--- src/rtl/tr_pkg.sv ---
package tr_pkg;
   // Selects how the read-issue decision accounts for a flit leaving this cycle
   typedef enum logic {
      ISSUE_REGISTERED = 1'b0,  // room judged from registered occupancy only
      ISSUE_LOOKAHEAD  = 1'b1   // a departing flit frees room in the same cycle
   } tr_issue_e;
endpackage

--- src/rtl/tr_addr_seq.sv ---
module tr_addr_seq #(
   parameter int ADDR_W = 10,
   parameter int REM_W  = 9
) (
   input  logic              clk,
   input  logic              rst_n,
   input  logic              load,
   input  logic [ADDR_W-1:0] base,
   input  logic [REM_W-1:0]  total,
   input  logic              step,
   output logic [ADDR_W-1:0] addr,
   output logic              rem_zero,
   output logic              odd
);
   logic [REM_W-1:0] rem_q;

   always_ff @(posedge clk) begin
      if (!rst_n) begin
         addr  <= '0;
         rem_q <= '0;
         odd   <= 1'b0;
      end else if (load) begin
         addr  <= base;
         rem_q <= total;
         odd   <= 1'b0;
      end else if (step) begin
         addr  <= addr + 1'b1;
         rem_q <= rem_q - 1'b1;
         odd   <= ~odd;
      end
   end

   assign rem_zero = (rem_q == '0);

   // never read past the requested flit total
   assert_no_excess_read_R3: assert property (@(posedge clk) disable iff (!rst_n)
      step |-> !rem_zero);
   // each read advances the address by one, wrapping
   assert_addr_step_R4: assert property (@(posedge clk) disable iff (!rst_n)
      (step && !load) |=> addr == ADDR_W'($past(addr) + 1'b1));
endmodule

--- src/rtl/tr_flit_fifo.sv ---
module tr_flit_fifo #(
   parameter int W     = 17,
   parameter int DEPTH = 2
) (
   input  logic             clk,
   input  logic             rst_n,
   input  logic             wr_en,
   input  logic [W-1:0]     wr_data,
   input  logic             rd_en,
   output logic [W-1:0]     rd_data,
   output logic             empty,
   output logic [$clog2(DEPTH+1)-1:0] occ
);
   localparam int PTR_W = $clog2(DEPTH);
   localparam int OCC_W = $clog2(DEPTH + 1);

   logic [W-1:0]     store [DEPTH];
   logic [PTR_W-1:0] wr_ptr, rd_ptr;

   function automatic logic [PTR_W-1:0] bump(input logic [PTR_W-1:0] p);
      return (p == PTR_W'(DEPTH - 1)) ? '0 : p + 1'b1;
   endfunction

   always_ff @(posedge clk) begin
      if (!rst_n) begin
         wr_ptr <= '0;
         rd_ptr <= '0;
         occ    <= '0;
      end else begin
         if (wr_en) wr_ptr <= bump(wr_ptr);
         if (rd_en) rd_ptr <= bump(rd_ptr);
         occ <= occ + OCC_W'(wr_en) - OCC_W'(rd_en);
      end
   end

   always_ff @(posedge clk) begin
      if (wr_en) store[wr_ptr] <= wr_data;
   end

   assign rd_data = store[rd_ptr];
   assign empty   = (occ == '0);

   assert_no_overflow_R8: assert property (@(posedge clk) disable iff (!rst_n)
      wr_en |-> (occ < OCC_W'(DEPTH)) || rd_en);
   assert_no_underflow_R8: assert property (@(posedge clk) disable iff (!rst_n)
      rd_en |-> !empty);
endmodule

--- src/rtl/tok_replay.sv ---
module tok_replay
   import tr_pkg::*;
#(
   parameter int        FLIT_W     = 16,
   parameter int        ADDR_W     = 10,
   parameter int        CNT_W      = 8,
   parameter int        BUF_DEPTH  = 2,
   parameter tr_issue_e ISSUE_MODE = ISSUE_LOOKAHEAD
) (
   input  logic              clk,
   input  logic              rst_n,
   input  logic              trig_valid,
   output logic              trig_ready,
   input  logic [ADDR_W-1:0] trig_base,
   input  logic [CNT_W-1:0]  trig_count,
   output logic              mem_rd_en,
   output logic [ADDR_W-1:0] mem_rd_addr,
   input  logic [FLIT_W-1:0] mem_rd_data,
   output logic              bus_valid,
   input  logic              bus_ready,
   output logic [FLIT_W-1:0] bus_flit,
   output logic              bus_last,
   output logic              busy
);
   localparam int REM_W = CNT_W + 1;
   localparam int OCC_W = $clog2(BUF_DEPTH + 1);
   localparam int ENT_W = FLIT_W + 1;

   generate
      if (BUF_DEPTH < 2) begin : g_bad_depth
         $error("tok_replay: BUF_DEPTH must be at least 2");
      end
      if (FLIT_W < 1 || ADDR_W < 1 || CNT_W < 1) begin : g_bad_width
         $error("tok_replay: widths must be positive");
      end
   endgenerate

   logic             load, issue, room, pop;
   logic             rem_zero, odd;
   logic             inflight_q, inflight_last_q;
   logic             fifo_empty;
   logic [OCC_W-1:0] fifo_occ;
   logic [ENT_W-1:0] fifo_out;
   logic [OCC_W:0]   used;

   assign load = trig_valid && trig_ready;

   tr_addr_seq #(.ADDR_W(ADDR_W), .REM_W(REM_W)) u_seq (
      .clk      (clk),
      .rst_n    (rst_n),
      .load     (load),
      .base     (trig_base),
      .total    ({trig_count, 1'b0}),
      .step     (issue),
      .addr     (mem_rd_addr),
      .rem_zero (rem_zero),
      .odd      (odd)
   );

   assign used = {1'b0, fifo_occ} + {{OCC_W{1'b0}}, inflight_q};

   generate
      if (ISSUE_MODE == ISSUE_LOOKAHEAD) begin : g_lookahead
         assign room = used < ((OCC_W+1)'(BUF_DEPTH) + {{OCC_W{1'b0}}, pop});
      end else begin : g_registered
         assign room = used < (OCC_W+1)'(BUF_DEPTH);
      end
   endgenerate

   assign issue     = !rem_zero && room;
   assign mem_rd_en = issue;

   always_ff @(posedge clk) begin
      if (!rst_n) begin
         inflight_q      <= 1'b0;
         inflight_last_q <= 1'b0;
      end else begin
         inflight_q      <= issue;
         inflight_last_q <= odd;
      end
   end

   tr_flit_fifo #(.W(ENT_W), .DEPTH(BUF_DEPTH)) u_buf (
      .clk     (clk),
      .rst_n   (rst_n),
      .wr_en   (inflight_q),
      .wr_data ({inflight_last_q, mem_rd_data}),
      .rd_en   (pop),
      .rd_data (fifo_out),
      .empty   (fifo_empty),
      .occ     (fifo_occ)
   );

   assign bus_valid  = !fifo_empty;
   assign pop        = bus_valid && bus_ready;
   assign bus_flit   = fifo_out[FLIT_W-1:0];
   assign bus_last   = fifo_out[FLIT_W];
   assign busy       = !rem_zero || inflight_q || !fifo_empty;
   assign trig_ready = !busy;

   // Independent marker tracker used only by the checks
   logic exp_last_q;
   always_ff @(posedge clk) begin
      if (!rst_n)    exp_last_q <= 1'b0;
      else if (pop)  exp_last_q <= ~exp_last_q;
   end

   assert_marker_alt_R6: assert property (@(posedge clk) disable iff (!rst_n)
      pop |-> bus_last == exp_last_q);
   assert_bus_hold_R7: assert property (@(posedge clk) disable iff (!rst_n)
      (bus_valid && !bus_ready) |=> bus_valid && $stable(bus_flit) && $stable(bus_last));
   assert_busy_on_take_R11: assert property (@(posedge clk) disable iff (!rst_n)
      (load && trig_count != '0) |=> busy);
   assert_zero_count_idle_R10: assert property (@(posedge clk) disable iff (!rst_n)
      (load && trig_count == '0) |=> !busy);
endmodule

--- config.mk ---
export PLATFORM = sky130hd
export DESIGN_NAME = tok_replay
export DESIGN_NICKNAME = d
export VERILOG_FILES = /design/src/rtl/tr_pkg.sv /design/src/rtl/tr_addr_seq.sv /design/src/rtl/tr_flit_fifo.sv /design/src/rtl/tok_replay.sv
export SDC_FILE = /design/constraint.sdc
export NUM_CORES = 1
export LEC_CHECK = 0
export ABC_AREA = 0
export BUFFER_PORTS_ARGS = -buffer_cell sky130_fd_sc_hd__buf_2
export CORE_AREA = 2 2 75 131
export CTS_CLUSTER_DIAMETER = 30
export DETAILED_ROUTE_END_ITERATION = 12
export DIE_AREA = 0 0 77 133
export PLACE_DENSITY = 0.6
export SLEW_MARGIN = 25
export SYNTH_ARGS = -nofsm -noshare
export SYNTH_HDL_FRONTEND = slang
export SYNTH_SLANG_ARGS = --single-unit
--- constraint.sdc ---
create_clock -name clk -period 4.15 [get_ports clk]
set_clock_uncertainty 0.15 [all_clocks]
set_input_delay 0.415 -clock clk [delete_from_list [all_inputs] [get_ports clk]]
set_output_delay 0.415 -clock clk [all_outputs]
set_load 0.1 [all_outputs]
==> impl_results.md <==
- Post_cts resized: 0
- Final Cycle Share: 69.0%
- Inserted Clock Buffers: 9
- Clock-pin slew on the worst setup and hold paths: 0.05 ns
- GR Overflow Total: 0
- Hold crit path type: in2reg
- Async S/R FF share, synth: 0%
- Register area share after synthesis: 57.6%
- Post-route cell area: 3390 µm²
- Clock root cell: clkbuf_16
- Crit. End Element: output pin
- Layout cells sized above 1: 36.9%
- Number of synthesized flops with an enable pin: 34
- Area of the multi-input gates: 1050 µm²
- Clock Latency Late Sink: 0.32 ns
- CP Launch Type: flop
- Port bufs: 68
- Seq. cell area: 1560 µm²
- Die area: 10200 µm²
- Synth warn: 0
- Remaining routing DRC violations: 0
- TritonRoute pass-1 iters: 4
- ANT cells: 0
- Pin count of the biggest net entering global routing: 23
- First-pass GRT wire length: 9.23 mm
- Worst-case clock buffer depth: 2
- Antenna violations before repair: 0
- Highest routed layer: met4
- Total number of vias: 1965
- # Post-CTS Setup Buffers: 0
- Most used DFF post-synth: edfxtp_1
- Ports: 69
- Cell variety after synth: 51
- NumNets Final: 336
- CTS tree: yes
- Placed Area: 3140 µm²
- Top-count cell post-synth: edfxtp_1
- Critical path required time: 3.59 ns
- Detailed placement HPWL: 3.98 mm
- Initial Utilization: 29.2%
- Drt initial violations: 51
- Vias in the first global route: 2018
- Commonest cells post-synth: edfxtp_1 (34), dfxtp_1 (27), nand2_1 (18)
- P&R area growth vs syn: 25.1%
- RSZ-0062 raised after global routing: false
- Relative slew slack: 41.0%
- Final setup viols: 0
- Count of final hold-check violations: 0
- Status: finished, final reports clean
- Routed wl met2: 2.81 mm
- Mapped Cells: 223
- Yosys top cell by area: edfxtp_1
- Setup TNS: 0 ns
- CTS H-tree depth: 3
- Kind of critical path: reg2out
- Max Transition Viols Final: 0
- Max Clock Freq: 349 MHz
- Avg Inst Size Synth: 12.2 µm²
- MaxCap Viol Count: 0
- Clock period minus worst slack: 2.86 ns
- Cell Rows: 47
- Vias per cell: 4.71
- Mapped cell area: 2710 µm²
- GR Util All Layers: 11.5%
- GP Congestion: 0.707
- FILL cells: 985
- Net Count, Synth: 267
- #FFs+latches synth: 61
- Antenna-violating nets left: 0
- Core footprint: 9290 µm²
- Routed wire length: 5.57 mm
- Met3 wire length: 288 µm
- Worst-Margin Slew: 0.882 ns
- DIE HEIGHT: 133 µm
- Area contributors post-synth: edfxtp_1 (38%), dfxtp_1 (20%), mux2_2 (7.1%)
- CP max FO: 22
- Hold_buf cts: 0
- Chip width: 77 µm
- Arr. time, crit path: 2.30 ns
- Routed wire per std cell: 13.4 µm
- M1 wire length: 2.36 mm
- Synth top area share: 37.7%
- Sink Count: 61
==> cells in the final DEF (no fill, tap or decap), types with 2 or more instances in the layout <==
cell,count
nand4_1,5
buf_2,68
ha_1,6
clkbuf_16,9
clkinv_2,2
nor2_1,10
o21a_1,2
edfxtp_1,34
clkinv_1,2
mux2i_1,3
inv_1,10
or4_1,2
nand2_1,18
a31oi_1,9
xnor2_1,4
dfxtp_1,27
o211ai_2,3
xor2_1,4
or3_1,6
nand3_1,11
a21oi_1,8
nor3_1,5
and2_1,3
mux2_2,17
==> cell type report <==
class | instances | area share, %
sequential | 61 | 46.1
multi-input combinational | 141 | 30.9
timing repair buffer | 68 | 10.0
clock buffer | 10 | 6.75
tap | 122 | 4.50
inverter | 11 | 1.22
clock inverter | 4 | 0.517
==> final timing paths <==
path	startpoint	end	slack (ns)	cells past startpoint
min	mem_rd_data[13]	u_buf.store[1][13]$_DFFE_PP_	0.14	1
max reg2reg	inflight_q$_SDFF_PN0_	u_seq.addr[6]$_SDFFE_PN0P_	1.89	6
max	inflight_q$_SDFF_PN0_	mem_rd_en	1.29	6
min reg2reg	inflight_last_q$_SDFF_PN0_	u_buf.store[1][16]$_DFFE_PP_	0.27	0
==> flip-flops by register name, indices dropped and copies added, names as in the netlist, named ones only <==
register         flops
u_seq.rem_q          9
inflight_q           1
u_buf.rd_ptr         1
u_seq.addr          10
u_seq.odd            1
u_buf.wr_ptr         1
u_buf.store         34
u_buf.occ            2
inflight_last_q      1
==> per-layer routing <==
metal / up-vias / track usage (%)
met2: 73 / 20.4
li1: 964 / -
met4: 0 / 6.55
met5: - / 0
met1: 918 / 12.3
met3: 10 / 2.52
==> metrics by stage <==
step	setup slack, ns	hold slack [ns]	utilization, %	std cells
detailed placement	1.63	0.271	33.8	403
floorplan	0.376	0.254	-	223
CTS	1.28	0.127	36.5	417
global route	1.17	0.130	36.5	417
finish	1.29	0.141	36.5	417
global placement	1.66	0.260	33.8	403
==> critical path, cell delays in order, from the launching register on <==
cell     delay [ns]
dfxtp_1        0.38
ha_1           0.23
ha_1           0.32
o21ai_4        0.10
nand3_4        0.25
inv_2          0.24
buf_2          0.46
==> kinds of logic after synthesis <==
kind of cell,count (synthesis),share of synthesized area (%)
DFF,61,57.6
buffers and inverters,21,4.01
adders and majority gates,6,2.77
and+or+nand+nor,72,15.3
muxes,20,8.17
xor gates and xnor gates,8,2.58
AOI/OAI and AO/OA,35,9.55
Power is left out: the tool's default activity adds up to more than one toggle a clock period on the data nets, which glitch-free logic cannot reach.
